File: src/rtl/spike_playback_pkg.sv
package spike_playback_pkg;

    typedef enum logic [1:0] {
        PH_LOAD = 2'd0,
        PH_RUN  = 2'd1,
        PH_READ = 2'd2
    } phase_e;

    typedef enum logic [1:0] {
        OP_CFG   = 2'b00,
        OP_SPIKE = 2'b01,
        OP_START = 2'b10,
        OP_END   = 2'b11
    } opcode_e;

    localparam int WORD_W  = 32;
    localparam int ADDR_W  = 14;
    localparam int DATA_W  = 16;
    localparam int IDX_W   = 8;
    localparam int TS_W    = 16;
    localparam int REC_W   = IDX_W + TS_W;

endpackage

File: src/rtl/cmd_store.sv
module cmd_store #(
    parameter int DEPTH = 16,
    parameter int W     = 32,
    localparam int AW   = $clog2(DEPTH),
    localparam int CW   = $clog2(DEPTH + 1)
) (
    input  logic          clk,
    input  logic          rst_n,
    input  logic          clr,
    input  logic          wr_en,
    input  logic [W-1:0]  wr_data,
    input  logic [AW-1:0] rd_addr,
    output logic [W-1:0]  rd_data,
    output logic [CW-1:0] count,
    output logic          full
);
    logic [W-1:0]  mem [DEPTH];
    logic [CW-1:0] count_d, count_q;

    always_comb begin
        count_d = count_q;
        if (clr)
            count_d = '0;
        else if (wr_en && !full)
            count_d = count_q + CW'(1);
    end

    always_ff @(posedge clk) begin
        if (!rst_n) count_q <= '0;
        else        count_q <= count_d;
    end

    always_ff @(posedge clk) begin
        if (wr_en && !full && !clr)
            mem[count_q[AW-1:0]] <= wr_data;
    end

    assign rd_data = mem[rd_addr];
    assign count   = count_q;
    assign full    = (count_q == CW'(DEPTH));
endmodule

File: src/rtl/rec_fifo.sv
module rec_fifo #(
    parameter int DEPTH = 8,
    parameter int W     = 24,
    localparam int PW   = $clog2(DEPTH),
    localparam int CW   = $clog2(DEPTH + 1)
) (
    input  logic         clk,
    input  logic         rst_n,
    input  logic         clr,
    input  logic         push,
    input  logic [W-1:0] push_data,
    input  logic         pop,
    output logic [W-1:0] head,
    output logic         empty,
    output logic         full
);
    typedef struct packed {
        logic [PW-1:0] wp;
        logic [PW-1:0] rp;
        logic [CW-1:0] cnt;
    } fifo_st_t;

    fifo_st_t     d, q;
    logic [W-1:0] mem [DEPTH];

    function automatic logic [PW-1:0] bump(input logic [PW-1:0] p);
        return (p == PW'(DEPTH - 1)) ? '0 : p + PW'(1);
    endfunction

    always_comb begin
        d = q;
        if (clr) begin
            d = '0;
        end else begin
            if (push) d.wp = bump(q.wp);
            if (pop)  d.rp = bump(q.rp);
            if (push && !pop)      d.cnt = q.cnt + CW'(1);
            else if (pop && !push) d.cnt = q.cnt - CW'(1);
        end
    end

    always_ff @(posedge clk) begin
        if (!rst_n) q <= '0;
        else        q <= d;
    end

    always_ff @(posedge clk) begin
        if (push && !clr)
            mem[q.wp] <= push_data;
    end

    assign head  = mem[q.rp];
    assign empty = (q.cnt == '0);
    assign full  = (q.cnt == CW'(DEPTH));
endmodule

File: src/rtl/spike_playback_top.sv
module spike_playback_top
    import spike_playback_pkg::*;
#(
    parameter int CMD_DEPTH = 16,
    parameter int REC_DEPTH = 8,
    parameter int TO_W      = 16
) (
    input  logic              clk,
    input  logic              rst_n,
    input  logic              cmd_valid,
    input  logic [31:0]       cmd_data,
    output logic              cmd_ready,
    input  logic              run_go,
    input  logic [TO_W-1:0]   run_timeout,
    output logic              busy,
    output logic              cfg_valid,
    output logic [13:0]       cfg_addr,
    output logic [15:0]       cfg_data,
    output logic              stim_valid,
    output logic [7:0]        stim_idx,
    output logic              emu_start,
    input  logic              dev_spk_valid,
    input  logic [7:0]        dev_spk_idx,
    output logic              rd_valid,
    output logic [23:0]       rd_data,
    input  logic              rd_ready,
    output logic              rd_done,
    output logic              overflow
);
    localparam int AW = $clog2(CMD_DEPTH);
    localparam int CW = $clog2(CMD_DEPTH + 1);

    typedef struct packed {
        phase_e              phase;
        logic [CW-1:0]       pc;
        logic [TS_W-1:0]     ts;
        logic [TO_W-1:0]     run_cnt;
        logic                ovf;
        logic                cfg_valid;
        logic [ADDR_W-1:0]   cfg_addr;
        logic [DATA_W-1:0]   cfg_data;
        logic                stim_valid;
        logic [IDX_W-1:0]    stim_idx;
        logic                emu_start;
    } st_t;

    st_t d, q;

    logic [WORD_W-1:0] cur_cmd;
    logic [CW-1:0]     store_count;
    logic              store_full, store_wr, store_clr;
    logic              fifo_push, fifo_pop, fifo_clr, fifo_empty, fifo_full;
    logic [REC_W-1:0]  fifo_head;
    opcode_e           op;

    cmd_store #(.DEPTH(CMD_DEPTH), .W(WORD_W)) u_store (
        .clk     (clk),
        .rst_n   (rst_n),
        .clr     (store_clr),
        .wr_en   (store_wr),
        .wr_data (cmd_data),
        .rd_addr (q.pc[AW-1:0]),
        .rd_data (cur_cmd),
        .count   (store_count),
        .full    (store_full)
    );

    rec_fifo #(.DEPTH(REC_DEPTH), .W(REC_W)) u_rec (
        .clk       (clk),
        .rst_n     (rst_n),
        .clr       (fifo_clr),
        .push      (fifo_push),
        .push_data ({dev_spk_idx, q.ts}),
        .pop       (fifo_pop),
        .head      (fifo_head),
        .empty     (fifo_empty),
        .full      (fifo_full)
    );

    assign op = opcode_e'(cur_cmd[31:30]);

    always_comb begin
        d            = q;
        d.cfg_valid  = 1'b0;
        d.stim_valid = 1'b0;
        d.emu_start  = 1'b0;
        store_wr     = 1'b0;
        store_clr    = 1'b0;
        fifo_push    = 1'b0;
        fifo_pop     = 1'b0;
        fifo_clr     = 1'b0;
        case (q.phase)
            PH_LOAD: begin
                store_wr = cmd_valid && !store_full;
                if (run_go) begin
                    d.phase   = PH_RUN;
                    d.pc      = '0;
                    d.ts      = '0;
                    d.run_cnt = '0;
                end
            end
            PH_RUN: begin
                d.ts      = q.ts + TS_W'(1);
                d.run_cnt = q.run_cnt + TO_W'(1);
                if (dev_spk_valid) begin
                    if (fifo_full) d.ovf = 1'b1;
                    else           fifo_push = 1'b1;
                end
                if (run_timeout != '0 && q.run_cnt == run_timeout) begin
                    d.phase = PH_READ;
                end else if (q.pc == store_count) begin
                    d.phase = PH_READ;
                end else begin
                    case (op)
                        OP_CFG: begin
                            d.cfg_valid = 1'b1;
                            d.cfg_addr  = cur_cmd[29:16];
                            d.cfg_data  = cur_cmd[15:0];
                            d.pc        = q.pc + CW'(1);
                        end
                        OP_SPIKE: begin
                            if (q.ts >= cur_cmd[15:0]) begin
                                d.stim_valid = 1'b1;
                                d.stim_idx   = cur_cmd[23:16];
                                d.pc         = q.pc + CW'(1);
                            end
                        end
                        OP_START: begin
                            d.emu_start = 1'b1;
                            d.ts        = '0;
                            d.pc        = q.pc + CW'(1);
                        end
                        OP_END: d.phase = PH_READ;
                        default: d.phase = PH_READ;
                    endcase
                end
            end
            PH_READ: begin
                fifo_pop = rd_ready && !fifo_empty;
                if (run_go) begin
                    d.phase   = PH_LOAD;
                    d.ovf     = 1'b0;
                    store_clr = 1'b1;
                    fifo_clr  = 1'b1;
                end
            end
            default: d.phase = PH_LOAD;
        endcase
    end

    always_ff @(posedge clk) begin
        if (!rst_n) begin
            q       <= '0;
            q.phase <= PH_LOAD;
        end else begin
            q <= d;
        end
    end

    assign cmd_ready  = (q.phase == PH_LOAD) && !store_full;
    assign busy       = (q.phase == PH_RUN);
    assign cfg_valid  = q.cfg_valid;
    assign cfg_addr   = q.cfg_addr;
    assign cfg_data   = q.cfg_data;
    assign stim_valid = q.stim_valid;
    assign stim_idx   = q.stim_idx;
    assign emu_start  = q.emu_start;
    assign rd_valid   = (q.phase == PH_READ) && !fifo_empty;
    assign rd_data    = fifo_head;
    assign rd_done    = (q.phase == PH_READ) && fifo_empty;
    assign overflow   = q.ovf;
endmodule

File: config.mk
export PLATFORM = sky130hd
export DESIGN_NAME = spike_playback_top
export DESIGN_NICKNAME = d
export VERILOG_FILES = /design/src/rtl/spike_playback_pkg.sv /design/src/rtl/cmd_store.sv /design/src/rtl/rec_fifo.sv /design/src/rtl/spike_playback_top.sv
export SDC_FILE = /design/constraint.sdc
export NUM_CORES = 1
export LEC_CHECK = 0
export CAP_MARGIN = 30
export CORE_MARGIN = 1.5
export CORE_UTILIZATION = 40
export DETAILED_ROUTE_END_ITERATION = 8
export PLACE_DENSITY_LB_ADDON = 0.2
export REMOVE_ABC_BUFFERS = 1
export SLEW_MARGIN = 10
export SYNTH_ARGS = -nofsm -noshare
export SYNTH_HDL_FRONTEND = slang
export SYNTH_SLANG_ARGS = --single-unit
File: constraint.sdc
create_clock -name clk -period 9.19 [get_ports clk]
set_clock_uncertainty 0.2 [all_clocks]
set_input_delay 1.838 -clock clk [delete_from_list [all_inputs] [get_ports clk]]
set_output_delay 1.838 -clock clk [all_outputs]
set_load 0.02 [all_outputs]
==> qor.txt, run 1 <==
most common cell in the netlist -> edfxtp_1
largest area contributor in the netlist -> edfxtp_1
Final Hold Viols -> 0
Antenna diodes -> 0
setup TNS -> 0 ps
DRT antenna net count -> 0
Peak Freq -> 0.197 GHz
GR peak layer -> met2
Max Slew Vio Count -> 0
WP data arrival -> 5340 ps
Longest Clk Path Bufs -> 3
post-synth top area share -> 66.7%
Die Y -> 285 µm
DRC viols -> 0
leak pwr -> 11.5 nW
syn avg cell area -> 19.5 µm²
DP HPWL -> 38,100 µm
Worst Path Required -> 9450 ps
ys async rst share -> 0%
antenna violations before repair -> 1
Vias/cell -> 5.35
met2 Use GR -> 30.1%
period utilization -> 55.2%
Starting Density -> 40.3%
register area share after synthesis -> 73.2%
drt first pass iters -> 5
HP Class -> reg2reg
Seq cells post-synth -> 807
CP Capture Type -> flip-flop
reg2reg setup slack -> 4110 ps
routed len/inst -> 24.4 µm
GRT Total Usage -> 17.5%
cell count after synthesis -> 1,626
Slew @ Worst Pin -> 977 ps
drt total wl -> 70,600 µm
Synth Flop Type -> edfxtp_1
first-pass GRT wire length -> 105,000 µm
PostCTS Resize Cnt -> 0
Hold Buf Count CTS -> 0
post-route cell area -> 37,100 µm²
GRT overflow -> 0
clock root buffer master -> clkbuf_16
Placer Congestion -> 0.781
CTS Sinks -> 807
largest net degree at the start of global routing -> 64
io pins -> 132
Finished Core Util -> 47.1%
Ys Warns -> 0
peak supply drop -> 0.000157 V
die area -> 81,000 µm²
Placed Cells -> 2,736
Setup crit start kind -> flip-flop
clk slew on worst S/H paths -> 60 ps
port buffer count -> 131
Iter 0 DRT Violations -> 1,205
DR vias -> 15,478
met3 Track Usage GR -> 3.04%
TritonCTS clock tree -> yes
number of global-route vias before repair -> 16,248
Cell Area, Placed -> 34,300 µm²
Tot Pwr -> 7.76 mW
Die X -> 285 µm
status -> complete, no violations
kind of critical path -> reg2reg
setup violators final -> 0
RSZ-0062 raised after global routing -> no
H-tree lvl count -> 3
Site Rows -> 103
final net count -> 1,866
Placeable Area -> 78,700 µm²
met1 Usage GRT -> 23.1%
leading cell types by count after synthesis -> edfxtp_1 (704), mux4_2 (206), nor2_1 (104)
Max transition margin -> 34.9%
maxcap violations -> 0
post-CTS setup buffers -> 0
share of layout cells above drive strength 1 -> 23.3%
Period minus WS final -> 5080 ps
crit path max fanout -> 58
Mapped Area -> 31,700 µm²
pwr/cell area -> 209 nW/µm²
TritonCTS buffer count -> 84
dominant cells by area after synthesis -> edfxtp_1 (67%), mux4_2 (15%), dfxtp_1 (6.5%)
Area Growth Syn to Fin -> 16.9%
Post-synth EDFFs -> 704
Netlist cell types -> 53
Worst-Skew Late Latency -> 620 ps
Finished Layout Cells -> 2,893
final cells by class:
cell class / instances / area (µm²)
multi-input cells: 678 / 7980
flip-flops and latches: 807 / 23200
clock inverters: 50 / 510
clock buffers: 106 / 2280
fillers: 6570 / 41700
repair buffers: 173 / 1670
inverters: 29 / 109
well taps: 1050 / 1310
placed cells by master, fill, tap and decap left out, types with 6 or more instances in the layout:
| master | netlist | final |
|---|---|---|
| edfxtp_1 | 704 | 704 |
| mux4_2 | 206 | 206 |
| clkdlybuf4s50_1 | 0 | 131 |
| dfxtp_1 | 103 | 96 |
| nor2_1 | 104 | 89 |
| clkbuf_16 | 0 | 86 |
| mux2i_1 | 53 | 53 |
| nand2_1 | 45 | 45 |
| buf_4 | 38 | 38 |
| a21oi_1 | 33 | 33 |
| ha_1 | 30 | 30 |
| inv_1 | 27 | 27 |
| xor2_1 | 27 | 27 |
| mux2_2 | 25 | 25 |
| clkinv_1 | 1 | 20 |
| nand3_1 | 18 | 18 |
| o21ai_0 | 18 | 18 |
| clkinv_2 | 0 | 15 |
| clkbuf_1 | 41 | 15 |
| nor4_1 | 13 | 12 |
| nor2_4 | 0 | 12 |
| nor3_2 | 0 | 9 |
| bufinv_16 | 0 | 9 |
| nand4_1 | 8 | 8 |
| xnor2_1 | 8 | 8 |
| and3_1 | 8 | 8 |
| nand2b_1 | 6 | 6 |
| nor3_1 | 15 | 6 |
cells by family (layout without fill, tap and decap cells):
family / count (synthesis) / after routing / synth area share [%]
buffers and inverters: 141 / 358 / 2.14
xor gates and xnor gates: 35 / 35 / 0.967
and+or+nand+nor: 238 / 238 / 3.47
AOI/OAI and AO/OA: 90 / 90 / 1.82
adders and majority gates: 31 / 31 / 1.25
DFF: 807 / 807 / 73.2
muxes: 284 / 284 / 17.2
through the flow:
stage          worst slack, ps  hold WS [ps]
2_1_floorplan             -694           254
3_3_place_gp              3700           263
3_5_place_dp              4030           285
4_1_cts                   4030           303
5_1_grt                   3770           310
6_report                  4110           296
flip-flops by register name, summed over array words and instances (netlist names), 5 cells and up, named ones only:
name / count
u_rec.q: 10
cfg_addr: 14
stim_idx: 8
u_store.count: 5
u_rec.mem: 192
q: 39
cfg_data: 16
u_store.mem: 512
worst paths after layout:
check	to	start	cells past startpoint
setup / recovery	flip-flop	flip-flop	13
hold / removal	flip-flop	u_rec.q[6]$_SDFFE_PP0P_	2
setup reg to reg	flip-flop	flip-flop	13
hold reg to reg	flip-flop	u_rec.q[6]$_SDFFE_PP0P_	2
worst max-delay path, cell delays in order (launching register included):
cell	delay, ps
dfxtp_4	680
buf_4	780
mux4_2	430
mux4_2	500
inv_1	170
ha_1	270
o21ai_0	180
o211ai_1	100
nor2_1	100
a21oi_1	170
nor4b_1	520
buf_1	270
or3_1	280
o21ai_0	130
per-layer routing:
metal	share of wire (%)	vias up
li1	-	6850
met1	43	8184
met2	51	335
met3	4.1	107
met4	2.3	2
met5	0.020	-
report_power, final:
group | internal (mW) | total (mW) | leakage (nW) | switching, mW
logic | 0.131 | 0.316 | 3.03 | 0.185
clock network | 2.01 | 3.40 | 1.36 | 1.39
registers | 4.02 | 4.04 | 7.07 | 0.0218
Note: power is estimated with default switching activity, not from simulation.
==> run 2, diff against run 1 <==
Clock period 9.19 ns to 4.6 ns, I/O delays scaled along.
==> run 2 against run 1 <==
- final cell count rose by 0.55%
- worst hold slack got worse by 7.9 ps
- routed wire length rose by 1.7%
- largest power group unchanged
==> qor.txt, run 2 (same netlist as run 1, synthesis figures left out) <==
largest net degree at the start of global routing -> 50 (was 64)
maxcap violations -> 0 (unchanged)
H-tree lvl count -> 3 (unchanged)
CP Capture Type -> output port (was flip-flop)
status -> complete, no violations (unchanged)
PostCTS Resize Cnt -> 0 (unchanged)
antenna violations before repair -> 3 (was 1)
post-route cell area -> 37,300 µm² (was 37,100 µm²)
CTS Sinks -> 807 (unchanged)
Final Hold Viols -> 0 (unchanged)
post-CTS setup buffers -> 0 (unchanged)
number of global-route vias before repair -> 16,320 (was 16,248)
die area -> 81,000 µm² (unchanged)
Setup crit start kind -> flip-flop (unchanged)
kind of critical path -> reg2out (was reg2reg)
Placer Congestion -> 0.758 (was 0.781)
Die Y -> 285 µm (unchanged)
Area Growth Syn to Fin -> 17.6% (was 16.9%)
first-pass GRT wire length -> 106,000 µm (was 105,000 µm)
DR vias -> 15,627 (was 15,478)
biggest regs -> u_store.mem x512, u_rec.mem x192, q x39 (unchanged)
clk slew on worst S/H paths -> 60 ps (about the same)
GRT overflow -> 0 (unchanged)
DRT antenna net count -> 0 (unchanged)
Max Slew Vio Count -> 0 (unchanged)
most frequent cells in the layout -> edfxtp_1 (704), mux4_2 (206), clkdlybuf4s50_1 (131) (unchanged)
clock root buffer master -> clkbuf_16 (unchanged)
DP HPWL -> 39,900 µm (was 38,100 µm)
DRC viols -> 0 (unchanged)
Slew @ Worst Pin -> 764 ps (was 977 ps)
setup TNS -> 0 ps (unchanged)
port buffer count -> 131 (unchanged)
Finished Core Util -> 47.4% (was 47.1%)
Die X -> 285 µm (unchanged)
Worst Path Required -> 3480 ps (was 9450 ps)
setup violators final -> 0 (unchanged)
Placeable Area -> 78,700 µm² (unchanged)
Site Rows -> 103 (unchanged)
period utilization -> 89.9%
drt first pass iters -> 5 (unchanged)
slowest cell on the critical path -> dfxtp_4 (was buf_4)
pwr/cell area -> 411 nW/µm² (was 209 nW/µm²)
Sequential Area -> 23,200 µm² (about the same)
Worst-Skew Late Latency -> 630 ps (was 620 ps)
TritonCTS buffer count -> 84 (unchanged)
RSZ-0062 raised after global routing -> no (unchanged)
Vias/cell -> 5.37 (was 5.35)
io pins -> 132 (unchanged)
commonest non-fill, non-tap cell in the layout -> edfxtp_1 (unchanged)
Largest register FFs -> 512 (unchanged)
Antenna diodes -> 0 (unchanged)
Tot Pwr -> 15.3 mW (was 7.76 mW)
footprint of the multi-input gates -> 7980 µm² (unchanged)
share of layout cells above drive strength 1 -> 23.7% (was 23.3%)
CP peak stage delay -> 690 ps (was 780 ps)
Largest Register -> u_store.mem (unchanged)
critical-path cell list -> buf_4 > mux4_2 > mux2_2 > clkdlybuf4s50_1 (was buf_4 > mux4_2 > mux4_2 > inv_1 > ha_1 > o21ai_0 > o211ai_1 > nor2_1 > a21oi_1 > nor4b_1 > buf_1 > or3_1 > o21ai_0)
Final WS setup -> 465 ps (was 4110 ps)
Cell Area, Placed -> 34,600 µm² (was 34,300 µm²)
Peak Freq -> 0.242 GHz
Starting Density -> 40.3% (unchanged)
Hold Buf Count CTS -> 0 (unchanged)
worst hold path startpoint -> u_rec.q[5]$_SDFFE_PP0P_ (was u_rec.q[6]$_SDFFE_PP0P_)
fillcell total -> 6,503 (was 6,570)
peak supply drop -> 0.000256 V (was 0.000157 V)
WP data arrival -> 3020 ps (was 5340 ps)
Iter 0 DRT Violations -> 1,317 (was 1,205)
final net count -> 1,882 (was 1,866)
Max transition margin -> 49.1% (was 34.9%)
Longest Clk Path Bufs -> 3 (unchanged)
TritonCTS clock tree -> yes (unchanged)
DP Worst Slack -> 462 ps (was 4030 ps)
routed len/inst -> 24.7 µm (was 24.4 µm)
drt total wl -> 71,800 µm (was 70,600 µm)
Period minus WS final -> 4140 ps
HP Class -> reg2reg (unchanged)
leak pwr -> 11.5 nW (about the same)
GRT Total Usage -> 17.8% (was 17.5%)
crit path max fanout -> 26 (was 58)
## run 2: final timing paths
| kind | endpoint | slack [ps] | cells after the start |
|---|---|---|---|
| min | flip-flop | 290 | 2 |
| min reg2reg | flip-flop | 290 | 2 |
| max | rd_data[15] | 460 | 4 |
| max reg2reg | flip-flop | 500 | 13 |
## run 2: cell type report
class                   count  share of cell area [%]
flip-flops and latches    807                    62.3
multi-input cells         678                    21.4
clock buffers             122                    6.29
repair buffers            189                    5.29
well taps                1050                    3.52
clock inverters            34                   0.936
inverters                  29                   0.292
## run 2: routing by layer
metal | up-vias | track usage, % | share of wire (%)
met1 | 8279 | 23.6 | 43
met4 | 4 | 4.97 | 2.3
met5 | - | 0 | 0.039
met2 | 359 | 30.5 | 51
met3 | 109 | 2.62 | 4.3
li1 | 6876 | - | -
## run 2: power by group
part	switching (mW)	internal, mW
Clock	2.74	3.89
Sequential	0.0422	8.03
Combinational	0.366	0.270
## run 2: worst max-delay path: cells and delay by family, from the launching register on
kind                   cells  cell delay [ps]
buffers and inverters      2              860
multiplexers               2              800
flip-flops                 1              690
## run 2: through the flow
step / hold slack (ps) / cells
after floorplan: 254 / 1514
after global placement: 269 / 2752
after detailed placement: 280 / 2752
after CTS: 289 / 2908
after global routing: 299 / 2909
final: 288 / 2909
==> run 3, diff against run 2 <==
Settings changed: CORE_UTILIZATION 40 to 55.
==> run 3 against run 2 <==
- register-to-register slack lost 220 ps
- combinational power shrank 0.9%
- setup slack got worse by 190 ps
- fmax is 4.4% lower
- routed wire length is 6.2% lower
- flip-flop and latch count did not move
- first-iteration DRC count grew 0.38%
- final cell count shrank 10%
- total power decreased by 1.1%
- via count grew 0.56%
==> qor.txt, run 3 (same netlist as run 1, synthesis figures left out) <==
status -> complete, no violations (unchanged)
Largest register FFs -> 512 (unchanged)
peak supply drop -> 0.000307 V (was 0.000256 V)
Die X -> 243 µm (was 285 µm)
RSZ-0062 raised after global routing -> no (unchanged)
largest net degree at the start of global routing -> 64 (was 50)
Worst Path Required -> 4890 ps (was 3480 ps)
hold path depth -> 2 (unchanged)
crit path max fanout -> 15 (was 26)
TritonCTS buffer count -> 80 (was 84)
Site Rows -> 87 (was 103)
clk slew on worst S/H paths -> 60 ps (about the same)
kind of critical path -> reg2reg (was reg2out)
Die Y -> 243 µm (was 285 µm)
share of layout cells above drive strength 1 -> 23.6% (was 23.7%)
footprint of the multi-input gates -> 7980 µm² (unchanged)
maxcap violations -> 0 (unchanged)
CP Capture Type -> flip-flop (was output port)
most frequent cells in the layout -> edfxtp_1 (704), mux4_2 (206), clkdlybuf4s50_1 (131) (unchanged)
HP Class -> reg2reg (unchanged)
Tot Pwr -> 15.2 mW (was 15.3 mW)
DP HPWL -> 36,300 µm (was 39,900 µm)
Area Growth Syn to Fin -> 15.6% (was 17.6%)
Final WS setup -> 276 ps (was 465 ps)
Period minus WS final -> 4320 ps (was 4140 ps)
setup violators final -> 0 (unchanged)
GRT overflow -> 0 (unchanged)
Longest Clk Path Bufs -> 3 (unchanged)
fillcell total -> 3,720 (was 6,503)
post-CTS setup buffers -> 0 (unchanged)
Max Slew Vio Count -> 0 (unchanged)
Placeable Area -> 56,700 µm² (was 78,700 µm²)
Starting Density -> 55.9% (was 40.3%)
Slew @ Worst Pin -> 926 ps (was 764 ps)
Hold Buf Count CTS -> 0 (unchanged)
routed len/inst -> 25.8 µm (was 24.7 µm)
DR vias -> 15,714 (was 15,627)
biggest regs -> u_store.mem x512, u_rec.mem x192, q x39 (unchanged)
R2R depth -> 13 (unchanged)
power share of the clock group -> 42.6% (was 43.2%)
Max transition margin -> 38.3% (was 49.1%)
P_int -> 12.1 mW (was 12.2 mW)
Gate power share -> 4.2% (was 4.1%)
leak pwr -> 11.4 nW (was 11.5 nW)
port buffer count -> 131 (unchanged)
Sequential Area -> 23,200 µm² (unchanged)
die area -> 59,100 µm² (was 81,000 µm²)
drt total wl -> 67,300 µm (was 71,800 µm)
DRT antenna net count -> 0 (unchanged)
H-tree lvl count -> 3 (unchanged)
Iter 0 DRT Violations -> 1,322 (was 1,317)
sw frac -> 20.5% (about the same)
WP data arrival -> 4610 ps (was 3020 ps)
DP Worst Slack -> 263 ps (was 462 ps)
commonest non-fill, non-tap cell in the layout -> edfxtp_1 (unchanged)
DRC viols -> 0 (unchanged)
final net count -> 1,876 (was 1,882)
io pins -> 132 (unchanged)
Placer Congestion -> 0.776 (was 0.758)
Largest Register -> u_store.mem (unchanged)
sequential power share -> 53.2% (was 52.6%)
antenna violations before repair -> 3 (unchanged)
GRT Total Usage -> 23.2% (was 17.8%)
Vias/cell -> 6.03 (was 5.37)
Setup crit start kind -> flip-flop (unchanged)
CTS Sinks -> 807 (unchanged)
number of global-route vias before repair -> 16,186 (was 16,320)
switching power -> 3.11 mW (was 3.15 mW)
Final Hold Viols -> 0 (unchanged)
clock root buffer master -> clkbuf_16 (unchanged)
first-pass GRT wire length -> 101,000 µm (was 106,000 µm)
Peak Freq -> 0.231 GHz (was 0.242 GHz)
PostCTS Resize Cnt -> 0 (unchanged)
pwr/cell area -> 414 nW/µm² (was 411 nW/µm²)
TritonCTS clock tree -> yes (unchanged)
drt first pass iters -> 5 (unchanged)
Worst-Skew Late Latency -> 620 ps (was 630 ps)
period utilization -> 94.0% (was 89.9%)
==> run 3: through the flow <==
step                      setup TNS [ps]  instance area, µm²  hold WS (ps)  std cells  utilization (%)
final                                  0               36700           282       2607             64.6
after global routing                   0               36700           317       2607             64.6
after CTS                              0               36700           287       2604             64.6
after detailed placement               0               34000           283       2456             60.0
after global placement                 0               34000           263       2456             60.0
after floorplan                  -297130               31100           254       1514                -
==> run 3: final cells by class <==
type | count | share of cell area [%]
inverter | 29 | 0.297
multi-input combinational | 678 | 21.8
clock inverter | 37 | 1.12
tap | 756 | 2.58
timing repair buffer | 187 | 4.89
antenna | 2 | 0.0137
sequential | 807 | 63.3
clock buffer | 111 | 6.00
==> run 3: worst max-delay path, stage by stage, from the launching register on <==
cell and delay (ps):
dfxtp_4 570, buf_12 210, mux4_2 500, mux4_2 490, inv_1 70, ha_1 170
nand2_1 70, o21ai_0 390, nor2_1 110, a21oi_1 340, nor4b_1 100, buf_4 190
or3_1 420, o31ai_1 350
==> run 3: final timing paths <==
check | from | endpoint | slack, ps
min reg2reg | u_rec.q[5]$_SDFFE_PP0P_ | flip-flop | 280
min | u_rec.q[5]$_SDFFE_PP0P_ | flip-flop | 280
max reg2reg | flip-flop | flip-flop | 280
max | flip-flop | flip-flop | 280
==> run 3: power groups by stage <==
| stage | combinational, mW | sequential, mW | clock [mW] |
|---|---|---|---|
| after global placement | 0.616 | 8.22 | 0 |
| after global routing | 0.685 | 8.08 | 6.86 |
| after floorplan | 0.331 | 8.24 | 0 |
| after CTS | 0.635 | 8.07 | 6.58 |
| final | 0.630 | 8.07 | 6.46 |
| after detailed placement | 0.632 | 8.23 | 0 |
==> run 3: per-layer routing <==
| layer | share of wire [%] | vias up | track usage [%] |
|---|---|---|---|
| li1 | - | 6862 | - |
| met1 | 40 | 8248 | 30.5 |
| met2 | 52 | 476 | 39.9 |
| met3 | 5.1 | 126 | 3.89 |
| met4 | 2.6 | 2 | 7.47 |
| met5 | 0.019 | - | 0 |
